### config.mk
export PLATFORM = sky130hd
export DESIGN_NAME = coh_line_engine
export DESIGN_NICKNAME = d
export VERILOG_FILES = /design/src/rtl/coh_pkg.sv /design/src/rtl/coh_ctrl.sv /design/src/rtl/coh_datapath.sv /design/src/rtl/coh_line_engine.sv
export SDC_FILE = /design/constraint.sdc
export NUM_CORES = 1
export LEC_CHECK = 0
export BUFFER_PORTS_ARGS = -buffer_cell sky130_fd_sc_hd__buf_2
export CORE_MARGIN = 1
export CORE_UTILIZATION = 50
export DETAILED_ROUTE_END_ITERATION = 10
export GPL_ROUTABILITY_DRIVEN = 0
export MAX_ROUTING_LAYER = met4
export PLACE_DENSITY = 0.77
export SYNTH_ARGS = -nofsm -noshare
export SYNTH_HDL_FRONTEND = slang
export SYNTH_SLANG_ARGS = --single-unit
### constraint.sdc
create_clock -name clk -period 3.49 [get_ports clk]
set_input_delay 0.349 -clock clk [delete_from_list [all_inputs] [get_ports clk]]
set_output_delay 0.349 -clock clk [all_outputs]
set_load 0.1 [all_outputs]
### src/rtl/coh_pkg.sv
package coh_pkg;

  typedef enum logic [2:0] {
    ST_I = 3'd0,
    ST_S = 3'd1,
    ST_E = 3'd2,
    ST_M = 3'd3,
    ST_O = 3'd4
  } cohState_e;

  typedef enum logic [1:0] {
    OP_NONE = 2'd0,
    OP_RD   = 2'd1,
    OP_RDX  = 2'd2,
    OP_INV  = 2'd3
  } busOp_e;

  // strobes from control to datapath
  typedef struct packed {
    logic   take;     // legal event accepted this cycle
    logic   err;      // event refused (bad index)
    logic   isWrite;
    busOp_e op;
  } cohStrobe_t;

endpackage

### src/rtl/coh_ctrl.sv
module coh_ctrl
  import coh_pkg::*;
#(
  parameter int NUM_CORES = 4,
  parameter int IDX_W     = 3,
  localparam int ST_W     = 3 * NUM_CORES
) (
  input  logic                 clk,
  input  logic                 rst_n,
  input  logic                 evtValid,
  input  logic                 evtWrite,
  input  logic [IDX_W-1:0]     evtCore,
  input  logic [ST_W-1:0]      lineState,
  output logic                 evtReady,
  output cohStrobe_t           strb,
  output logic [NUM_CORES-1:0] reqMask
);

  logic      readyQ;
  logic      inRange;
  logic      take;
  cohState_e reqState;
  busOp_e    opSel;

  always_ff @(posedge clk) begin
    if (!rst_n) readyQ <= 1'b0;
    else        readyQ <= 1'b1;
  end
  assign evtReady = readyQ;

  assign take    = evtValid && readyQ;
  assign inRange = (32'(evtCore) < NUM_CORES);

  always_comb begin
    reqState = ST_I;
    reqMask  = '0;
    for (int k = 0; k < NUM_CORES; k++) begin
      if (inRange && (32'(evtCore) == k)) begin
        reqState   = cohState_e'(lineState[k*3 +: 3]);
        reqMask[k] = 1'b1;
      end
    end
  end

  always_comb begin
    opSel = OP_NONE;
    if (evtWrite) begin
      unique case (reqState)
        ST_I, ST_S: opSel = OP_RDX;
        ST_O:       opSel = OP_INV;
        default:    opSel = OP_NONE;
      endcase
    end else if (reqState == ST_I) begin
      opSel = OP_RD;
    end
  end

  always_comb begin
    strb.take    = take && inRange;
    strb.err     = take && !inRange;
    strb.isWrite = evtWrite;
    strb.op      = (take && inRange) ? opSel : OP_NONE;
  end

endmodule

### src/rtl/coh_datapath.sv
module coh_datapath
  import coh_pkg::*;
#(
  parameter int NUM_CORES = 4,
  parameter int CNT_W     = 16,
  localparam int ST_W     = 3 * NUM_CORES,
  localparam int CORE_W   = (NUM_CORES > 1) ? $clog2(NUM_CORES) : 1
) (
  input  logic                 clk,
  input  logic                 rst_n,
  input  cohStrobe_t           strb,
  input  logic [NUM_CORES-1:0] reqMask,
  input  logic                 moesiMode,
  output logic [ST_W-1:0]      lineState,
  output logic [1:0]           busOp,
  output logic                 supplyValid,
  output logic [CORE_W-1:0]    supplyCore,
  output logic                 errFlag,
  output logic [CNT_W-1:0]     msgCount,
  output logic [CNT_W-1:0]     invCount
);

  cohState_e            stQ [NUM_CORES];
  logic [NUM_CORES-1:0] validVec;
  logic [NUM_CORES-1:0] otherValid;
  logic                 anyOther;
  logic                 supNext;
  logic [CORE_W-1:0]    supIdx;
  logic [CNT_W-1:0]     invInc;
  logic                 killOthers;

  assign killOthers = (strb.op == OP_RDX) || (strb.op == OP_INV);

  for (genvar k = 0; k < NUM_CORES; k++) begin : g_core
    cohState_e nextSt;

    assign validVec[k]        = (stQ[k] != ST_I);
    assign lineState[k*3 +: 3] = stQ[k];

    always_comb begin
      nextSt = stQ[k];
      if (strb.take) begin
        if (reqMask[k]) begin
          if (strb.isWrite)       nextSt = ST_M;
          else if (stQ[k] == ST_I) nextSt = anyOther ? ST_S : ST_E;
        end else if (killOthers) begin
          nextSt = ST_I;
        end else if (strb.op == OP_RD) begin
          if (stQ[k] == ST_M)      nextSt = moesiMode ? ST_O : ST_S;
          else if (stQ[k] == ST_E) nextSt = ST_S;
        end
      end
    end

    always_ff @(posedge clk) begin
      if (!rst_n) stQ[k] <= ST_I;
      else        stQ[k] <= nextSt;
    end
  end

  assign otherValid = validVec & ~reqMask;
  assign anyOther   = |otherValid;

  // dirty holder other than the requester supplies data
  always_comb begin
    supNext = 1'b0;
    supIdx  = '0;
    for (int k = NUM_CORES - 1; k >= 0; k--) begin
      if (!reqMask[k] && (stQ[k] == ST_M || stQ[k] == ST_O)) begin
        supNext = (strb.op == OP_RD) || (strb.op == OP_RDX);
        supIdx  = CORE_W'(k);
      end
    end
  end

  always_comb begin
    invInc = '0;
    for (int k = 0; k < NUM_CORES; k++)
      invInc = invInc + CNT_W'(otherValid[k]);
    if (!killOthers) invInc = '0;
  end

  always_ff @(posedge clk) begin
    if (!rst_n) begin
      busOp       <= OP_NONE;
      supplyValid <= 1'b0;
      supplyCore  <= '0;
      errFlag     <= 1'b0;
      msgCount    <= '0;
      invCount    <= '0;
    end else begin
      busOp       <= strb.op;
      supplyValid <= supNext;
      supplyCore  <= supNext ? supIdx : '0;
      errFlag     <= strb.err;
      if (strb.op != OP_NONE) msgCount <= msgCount + 1'b1;
      invCount    <= invCount + invInc;
    end
  end

endmodule

### src/rtl/coh_line_engine.sv
module coh_line_engine
  import coh_pkg::*;
#(
  parameter int NUM_CORES = 4,
  parameter int IDX_W     = 3,
  parameter int CNT_W     = 16,
  localparam int ST_W     = 3 * NUM_CORES,
  localparam int CORE_W   = (NUM_CORES > 1) ? $clog2(NUM_CORES) : 1
) (
  input  logic              clk,
  input  logic              rst_n,
  input  logic              evtValid,
  output logic              evtReady,
  input  logic              evtWrite,
  input  logic [IDX_W-1:0]  evtCore,
  input  logic              moesiMode,
  output logic [ST_W-1:0]   lineState,
  output logic [1:0]        busOp,
  output logic              supplyValid,
  output logic [CORE_W-1:0] supplyCore,
  output logic              errFlag,
  output logic [CNT_W-1:0]  msgCount,
  output logic [CNT_W-1:0]  invCount
);

  cohStrobe_t           strb;
  logic [NUM_CORES-1:0] reqMask;

  coh_ctrl #(.NUM_CORES(NUM_CORES), .IDX_W(IDX_W)) ctrl_i (
    .clk       (clk),
    .rst_n     (rst_n),
    .evtValid  (evtValid),
    .evtWrite  (evtWrite),
    .evtCore   (evtCore),
    .lineState (lineState),
    .evtReady  (evtReady),
    .strb      (strb),
    .reqMask   (reqMask)
  );

  coh_datapath #(.NUM_CORES(NUM_CORES), .CNT_W(CNT_W)) dp_i (
    .clk         (clk),
    .rst_n       (rst_n),
    .strb        (strb),
    .reqMask     (reqMask),
    .moesiMode   (moesiMode),
    .lineState   (lineState),
    .busOp       (busOp),
    .supplyValid (supplyValid),
    .supplyCore  (supplyCore),
    .errFlag     (errFlag),
    .msgCount    (msgCount),
    .invCount    (invCount)
  );

endmodule

# == Word level (Yosys, flattened, before mapping) ==
# Memory sizes are Yosys's and may differ from the RTL's.
# Index checks and enable logic that the tools add are counted.
# classes
add_sub_neg,5
magnitude_cmp,1
eq_ne,20
n_mux,60
bitwise_logic,8
n_reduce_logical,37
# op_table
op,count
3-bit two-way mux,41
16-bit by 1-bit adder with 16-bit output,2
"3-bit by 2-bit == test with 1-bit output, second input constant",10
3-bit logical NOT,6
"16-bit by 1-bit adder with 16-bit output, second input constant",1
16-bit adder,1
16-bit two-way mux,1
"3-bit == test, second input constant",5
1-bit two-way mux,12
3-bit nonzero test,4
1-bit logical AND,11
2-bit two-way mux,5
4-bit OR reduction,2
"3-bit by 1-bit == test with 1-bit output, second input constant",2
1-bit logical OR,6
1-bit logical NOT,5
4-bit bitwise AND,1
"2-bit == test, second input constant",2
4-bit NOT,1
1-bit bitwise OR,4
2-bit case mux with 2 select lines,1
"3-bit less-than comparator, second input constant",1
3-bit OR reduction,1
1-bit by 1-bit adder with 2-bit output,1
other kinds (4),5
# totals
ff_bits,39
ramBits,12
input_bits,8
out_inout_bits,51
elab_cells,140
memories,1
# mem_list
name,words,word_bits,rd,rd_ports_with_merged_regs,wr,line,text
dp_i.stQ,4,3,4,0,4,coh_datapath.sv:23,cohState_e stQ [NUM_CORES];

# == Longest topological paths before layout ==
# Gate-level depths: netlist (run 1).
# logic_depth
word_depth,19
depth_mapped,16
ltp_nobuf,14

# == Hierarchy ==
# A second synthesis (run 1) with hierarchy kept.
# unflattened
hier_cells,317
area_unflattened_um2,2860.2
# by_module_without_submodules
mod,instances,cells_per_inst,area_per_inst_um2,seq_area_each_um2
coh_datapath,1,298,2665.1,1001.0
coh_ctrl,1,19,195.2,20.0

# == Worst setup path before layout (run 1) ==
# Ideal clock, no wire load.
# synth_timing
path_kind,flip-flop to flip-flop
start,memory dp_i.stQ[0][0] (netlist bit)
end,register dp_i.invCount[12]
setup_ns,0.070
t_arrival_ns,3.971
required_ns,3.420
slack_ns,-0.551
stages_incl_launch_ff,14
path_buffers,0
synth_period_minus_slack_ns,4.041
path_cell_list,dfxtp_1 -> nor3_1 -> or2_2 -> ha_1 -> inv_1 -> fa_1 -> nor2_1 -> ha_1 -> inv_1 -> fa_1 -> nor2b_1 -> o21ai_1 -> or4_1 -> a21oi_1
# synth_lines
item,line,text
start: declaration,coh_datapath.sv:23,
end signal: assignment,coh_datapath.sv:97,invCount <= invCount + invInc;
end: declaration,coh_datapath.sv:20,output logic [CNT_W-1:0] invCount

==> results of run 1 <==
==> stage by stage <==
step	instances	util, %	area, sq um	power [mW]	TNS (ns)
3_3_place_gp	471	61.7	3440	0.713	0
4_1_cts	479	63.4	3530	1.07	0
6_report	479	63.7	3550	1.06	0
3_5_place_dp	471	61.7	3440	0.715	0
5_1_grt	479	63.7	3550	1.11	-0.0425
2_1_floorplan	334	-	2970	0.679	0
==> placed cells by master (no fill, tap or decap), types with 6 or more instances in the layout <==
| cell type | Yosys | routed |
|---|---|---|
| buf_4 | 0 | 19 |
| nand3_1 | 14 | 14 |
| o31ai_1 | 7 | 7 |
| ha_1 | 11 | 11 |
| dfxtp_1 | 51 | 38 |
| xor2_1 | 8 | 8 |
| o21ai_0 | 13 | 13 |
| nor2_1 | 27 | 26 |
| buf_2 | 3 | 58 |
| a21oi_1 | 21 | 20 |
| inv_1 | 14 | 14 |
| nor3_1 | 9 | 9 |
| or3_1 | 6 | 6 |
| clkbuf_8 | 0 | 6 |
| xnor2_1 | 8 | 8 |
| nand3b_1 | 8 | 8 |
| dfxtp_4 | 0 | 8 |
| nand2_1 | 15 | 15 |
==> path summary, 6_finish.rpt <==
| path | start | endpoint | cells past startpoint |
|---|---|---|---|
| min | rst_n | ctrl_i.evtReady | 1 |
| max reg2reg | dp_i.stQ[1][5] | dp_i.invCount[14] | 14 |
| min reg2reg | dp_i.msgCount[15] | dp_i.msgCount[15] | 2 |
| max | dp_i.stQ[1][5] | dp_i.invCount[14] | 14 |
==> worst max-delay path, delay by kind of cell (launching register included) <==
| kind | cells | cell delay, ns |
|---|---|---|
| and+or+nand+nor | 6 | 1.09 |
| DFF | 1 | 0.38 |
| AOI/OAI and AO/OA | 2 | 0.26 |
| buffers and inverters | 1 | 0.06 |
| muxes | 2 | 0.70 |
| adders and majority gates | 3 | 0.76 |
==> power by group through the flow <==
| stage | Clock (mW) | Combinational (mW) | Sequential (mW) |
|---|---|---|---|
| after detailed placement | 0 | 0.116 | 0.599 |
| after CTS | 0.367 | 0.117 | 0.585 |
| after global placement | 0 | 0.114 | 0.599 |
| after floorplan | 0 | 0.0537 | 0.625 |
| final | 0.356 | 0.120 | 0.585 |
| after global routing | 0.393 | 0.127 | 0.586 |
==> sequential cells by signal, indices dropped and copies added, names as in the netlist <==
| register | count |
|---|---|
| dp_i.invCount | 16 |
| dp_i.supplyCore | 2 |
| dp_i.busOp | 2 |
| dp_i.supplyValid | 1 |
| dp_i.stQ | 12 |
| dp_i.errFlag | 1 |
| dp_i.msgCount | 16 |
| ctrl_i.evtReady | 1 |
==> metal layers <==
metal | part of all wire (%) | up-vias
li1 | - | 1379
met3 | 6.0 | 20
met5 | 0 | -
met4 | 1.6 | 0
met2 | 47 | 107
met1 | 45 | 1361
==> area by class of cell <==
type,count,area (sq um),area share [%]
well taps,72,90.1,2.54
inverters,14,52.6,1.48
clock inverters,1,8.76,0.246
flip-flops and latches,51,1060,29.8
clock buffers,7,86.3,2.43
repair buffers,77,433,12.2
multi-input cells,257,1830,51.4
==> kinds of logic (layout without fill, tap and decap cells) <==
| group | after synthesis | count (layout) | synth area share (%) |
|---|---|---|---|
| AND/OR/NAND/NOR | 145 | 145 | 30.1 |
| AO/OA/AOI/OAI | 74 | 74 | 16.6 |
| flip-flops | 51 | 51 | 34.8 |
| buffers and inverters | 26 | 99 | 3.71 |
| XOR/XNOR | 16 | 16 | 4.77 |
| adder cells (fa/ha/maj) | 13 | 13 | 6.05 |
| multiplexers | 9 | 9 | 3.92 |
==> repair_timing <==
action                                  CTS  global route
gates resized for setup                   0             6
hold buffers                              0             0
endpoints found under the hold margin     0             0
endpoints found under the setup margin    0             2
==> impl_metrics.env, run 1 <==
export IMPL_cts_inserted_buffers=5
export IMPL_pwr_share_seq_pct=55.1
export IMPL_initial_utilization_pct=52.7
export IMPL_die_y_um=78.6
export IMPL_ys_warn_count=0
export IMPL_clk_path_buf_depth=2
export IMPL_arrival_ns=3.58
export IMPL_syn_inst=334
export IMPL_cp_required_ns=3.74
export IMPL_nets=427
export IMPL_antennaDiodeCount=0
export IMPL_cp_end_kind="register"
export IMPL_p_int_uw=778
export IMPL_fin_skew_ns=0.0145
export IMPL_critPathLaunchType="register"
export IMPL_std_cell_rows=27
export IMPL_placeableCoreArea_sq_mm=0.00557
export IMPL_grt_ovfl_total=0
export IMPL_grt_pass1_vias=2596
export IMPL_worst_slack_ns=0.164
export IMPL_synth_edf_count=0
export IMPL_ys_ff_latch=51
export IMPL_synth_nets=355
export IMPL_yosys_area_top_type="dfxtp_1"
export IMPL_path_class="reg2reg"
export IMPL_first_pass_iters=6
export IMPL_setup_viol=0
export IMPL_grt_max_degree=21
export IMPL_slowest_stage="or4_4"
export IMPL_met1_usage_pct=33.1
export IMPL_drtAntennaViolNets=0
export IMPL_power_frac_comb_pct=11.3
export IMPL_power_density_mw_per_mm2=299
export IMPL_pre_cts_ws_ns=0.0141
export IMPL_fin_crit_sh_pct=95.3
export IMPL_cts_root_buf="clkbuf_8"
export IMPL_clk_pin_slew_ns=0.10
export IMPL_min_period_ns=3.33
export IMPL_p_leak_nw=1.45
export IMPL_io_buffers=58
export IMPL_ioPinCount=59
export IMPL_syn_area_sq_mm=0.00294
export IMPL_die_x_um=78.6
export IMPL_hold_violations=0
export IMPL_ys_types=63
export IMPL_vias=2867
export IMPL_wirelength_um=7380
export IMPL_max_stage_delay_ns=0.50
export IMPL_swShare_pct=26.6
export IMPL_drc_errors=0
export IMPL_h_tree_depth=2
export IMPL_grt_use_met3_pct=4.65
export IMPL_yosysSeqAreaShare_pct=34.8
export IMPL_syn_area_per_cell_sq_um=8.79
export IMPL_synth_most_common_cell="dfxtp_1"
export IMPL_whs_ns=0.326
export IMPL_drive_above_1_share_pct=29.0
export IMPL_postCtsSetupRepairBufs=0
export IMPL_cts_tree="built"
export IMPL_hp_class="in2reg"
export IMPL_power_switching_uw=282
export IMPL_slew_violations=0
export IMPL_path_cells="mux4_2 -> mux2i_2 -> nand2_1 -> nor2_2 -> ha_1 -> nor2_1 -> nor2_1 -> ha_1 -> inv_1 -> fa_1 -> nor2b_2 -> o21ai_1 -> or4_4 -> a21oi_2"
export IMPL_drtIter0Drc=253
export IMPL_synthTopCellsByArea="dfxtp_1 35%, ha_1 4.7%, a21oi_1 3.6%"
export IMPL_async_reset_ff_share_pct=0
export IMPL_grt_busiest_layer="met2"
export IMPL_clock_latency_ns=0.31
export IMPL_slew_headroom_pct=55.5
export IMPL_viasPerCell=5.99
export IMPL_outcome="finished, final reports clean"
export IMPL_grt_pass1_wl_um=12200
export IMPL_tightest_slew_ns=0.666
export IMPL_grt_util_met2_pct=40.1
export IMPL_p_clk_share_pct=33.6
export IMPL_wire_per_inst_um=15.4
export IMPL_die_area_sq_mm=0.00618
export IMPL_ir_worst_vdd_v=0.000204
export IMPL_grt_use_total_pct=25.5
export IMPL_fill_cells=490
export IMPL_crit_fanout=9
export IMPL_synth_ff_type="dfxtp_1"
export IMPL_synth_top_area_share_pct=34.8
export IMPL_max_freq_mhz=301
export IMPL_syn_to_final_growth_pct=21.1
export IMPL_cts_num_sinks=51
export IMPL_place_hpwl_um=5410
export IMPL_antenna_found_initial=0
export IMPL_netlist_top_cells_count="51 x dfxtp_1, 27 x nor2_1, 21 x a21oi_1"
export IMPL_cap_viol_max_count=0
export IMPL_r2r_setup_slack_ns=0.16
Note: power is estimated with default switching activity, not from simulation.
==> run 2: changes to the inputs <==
--- a/config.mk
+++ b/config.mk
@@ -5,6 +5,7 @@
 export SDC_FILE = /design/constraint.sdc
 export NUM_CORES = 1
 export LEC_CHECK = 0
+export ABC_CLOCK_PERIOD_IN_PS = 3490
 export BUFFER_PORTS_ARGS = -buffer_cell sky130_fd_sc_hd__buf_2
 export CORE_MARGIN = 1
 export CORE_UTILIZATION = 50
@@ -12,6 +13,7 @@
 export GPL_ROUTABILITY_DRIVEN = 0
 export MAX_ROUTING_LAYER = met4
 export PLACE_DENSITY = 0.77
+export SLEW_MARGIN = 20
 export SYNTH_ARGS = -nofsm -noshare
 export SYNTH_HDL_FRONTEND = slang
 export SYNTH_SLANG_ARGS = --single-unit
==> constraint.sdc (replaced) <==
create_clock -name clk -period 3.49 [get_ports clk]
set_input_delay 0.1745 -clock clk [delete_from_list [all_inputs] [get_ports clk]]
set_output_delay 0.1745 -clock clk [all_outputs]
set_load 0.1 [all_outputs]
==> run 2 against run 1 <==
Sequential cell count stayed put. Critical endpoint unchanged. First-iteration DRC count down 1.2%. Critical path type unchanged. Clock-buffer cell count shrank 1. Die area is the same.
==> impl_metrics.env, run 2 (synthesis gave the netlist of run 1 again) <==
export IMPL_hold_violations=0
export IMPL_worstHoldEndpoint="ctrl_i.evtReady"
export IMPL_tns_ns=0
export IMPL_fin_crit_sh_pct=93.5
export IMPL_syn_to_final_growth_pct=20.8
export IMPL_utilization_pct=63.6
export IMPL_h_tree_depth=2
export IMPL_fin_skew_ns=0.0126
export IMPL_p_total_mw=1.15
export IMPL_setup_viol=0
export IMPL_drtIter0Drc=250
export IMPL_clk_path_buf_depth=2
export IMPL_pre_cts_ws_ns=0.0124
export IMPL_crit_fanout=8
export IMPL_die_x_um=78.6
export IMPL_placeableCoreArea_sq_mm=0.00557
export IMPL_clk_pin_slew_ns=0.10
export IMPL_nets=421
export IMPL_cp_end_kind="register"
export IMPL_cts_tree="built"
export IMPL_ioPinCount=59
export IMPL_drive_above_1_share_pct=28.4
export IMPL_slew_violations=0
export IMPL_drc_errors=0
export IMPL_grt_use_total_pct=25.1
export IMPL_postCtsSetupRepairBufs=0
export IMPL_grt_pass1_wl_um=11900
export IMPL_ir_worst_vdd_v=0.000193
export IMPL_path_class="reg2reg"
export IMPL_r2r_end="dp_i.invCount[14]"
export IMPL_min_path_cells=1
export IMPL_clock_latency_ns=0.31
export IMPL_slew_headroom_pct=31.4
export IMPL_hold_path_startpoint="rst_n"
export IMPL_grt_max_degree=31
export IMPL_grt_ovfl_total=0
export IMPL_outcome="finished, final reports clean"
export IMPL_hp_class="in2reg"
export IMPL_worst_slack_ns=0.226
export IMPL_critPathLaunchType="register"
export IMPL_cts_inserted_buffers=5
export IMPL_antenna_found_initial=0
export IMPL_biggestRegsByFlops="dp_i.invCount (16), dp_i.msgCount (16), dp_i.stQ (12)"
export IMPL_final_common_cell="buf_2"
export IMPL_max_stage_delay_ns=0.49
export IMPL_p_clk_share_pct=38.9
export IMPL_die_y_um=78.6
export IMPL_vias=2839
export IMPL_slowest_stage="or4_1"
export IMPL_drtAntennaViolNets=0
export IMPL_whs_ns=0.164
export IMPL_layout_cells_most_common_list="58 x buf_2, 38 x dfxtp_1, 26 x nor2_1"
export IMPL_arrival_ns=3.51
export IMPL_p_leak_nw=1.43
export IMPL_r2r_setup_slack_ns=0.23
export IMPL_pwr_share_seq_pct=50.9
export IMPL_fill_cells=487
export IMPL_wirelength_um=7320
export IMPL_std_cell_rows=27
export IMPL_regToRegStartpoint="dp_i.stQ[0][0]"
export IMPL_max_freq_mhz=306
export IMPL_swShare_pct=26.0
export IMPL_antennaDiodeCount=0
export IMPL_die_area_sq_mm=0.00618
export IMPL_cap_viol_max_count=0
export IMPL_power_density_mw_per_mm2=324
export IMPL_cts_num_sinks=51
export IMPL_path_cells="nor3_1 -> or2_2 -> ha_1 -> inv_1 -> fa_1 -> nor2_1 -> ha_1 -> inv_1 -> fa_1 -> nor2b_2 -> o21ai_2 -> or4_1 -> a21oi_1"
export IMPL_cp_required_ns=3.74
export IMPL_power_switching_uw=299
export IMPL_r2r_cells=13
export IMPL_io_buffers=58
export IMPL_min_period_ns=3.26
export IMPL_wire_per_inst_um=15.5
export IMPL_cts_root_buf="clkbuf_8"
export IMPL_place_hpwl_um=5260
export IMPL_tightest_slew_ns=1.03
export IMPL_viasPerCell=6.00
export IMPL_power_frac_comb_pct=10.2
export IMPL_initial_utilization_pct=52.7
export IMPL_grt_pass1_vias=2500
export IMPL_first_pass_iters=5
export IMPL_p_int_uw=849
-- run 2: power groups by stage --
stage          clock [mW]  sequential (mW)  combinational (mW)
2_1_floorplan           0            0.625              0.0537
6_report            0.446            0.585               0.117
3_5_place_dp            0            0.598               0.112
5_1_grt             0.479            0.586               0.124
3_3_place_gp            0            0.598               0.110
4_1_cts             0.453            0.585               0.113
-- run 2: cell type report --
cell class / instances / area [sq um] / share of cell area (%)
inverter: 14 / 52.6 / 1.48
clock inverter: 2 / 38.8 / 1.09
tap: 72 / 90.1 / 2.54
timing repair buffer: 71 / 388 / 10.9
clock buffer: 6 / 82.6 / 2.33
sequential: 51 / 1060 / 29.8
multi-input combinational: 257 / 1840 / 51.8
-- run 2: critical path: cells and delay by family, from the launching register on --
family          cells  cell delay (ns)
fa+ha+maj           4             1.27
simple gates        5             1.15
flops               1             0.40
compound gates      2             0.26
buf+inv             2             0.13
-- run 2: worst max path at each step --
stage,startpoint,to,slack [ns],depth (start not counted)
final,dp_i.stQ[0][0],dp_i.invCount[14],0.23,13
after global routing,dp_i.stQ[1][5],dp_i.invCount[14],-0.006,14
after CTS,dp_i.stQ[1][5],dp_i.invCount[14],0.14,14
after detailed placement,evtCore[1],dp_i.invCount[12],0.01,15
after global placement,evtCore[1],dp_i.invCount[14],0.18,14
after floorplan,dp_i.stQ[0][0],dp_i.invCount[12],0.03,13
-- run 2: what timing repair did --
action                                 4_1_cts  5_1_grt
endpoints found under the hold margin        0        0
hold buffers                                 0        0
gates resized for setup                      0        8
setup endpoints to repair                    0        4
-- run 2: layer usage --
layer / up-vias / wire length [um] / GRT usage (%)
met4: 0 / 154 / 8.52
met5: - / 0 / -
li1: 1366 / - / -
met2: 104 / 3430 / 39.7
met1: 1343 / 3250 / 31.7
met3: 26 / 494 / 5.23
-- run 2: metrics by stage --
step | cells | instance area, sq um
after floorplan | 334 | 2970
after global placement | 465 | 3390
after detailed placement | 465 | 3390
after CTS | 473 | 3510
after global routing | 473 | 3550
final | 473 | 3550
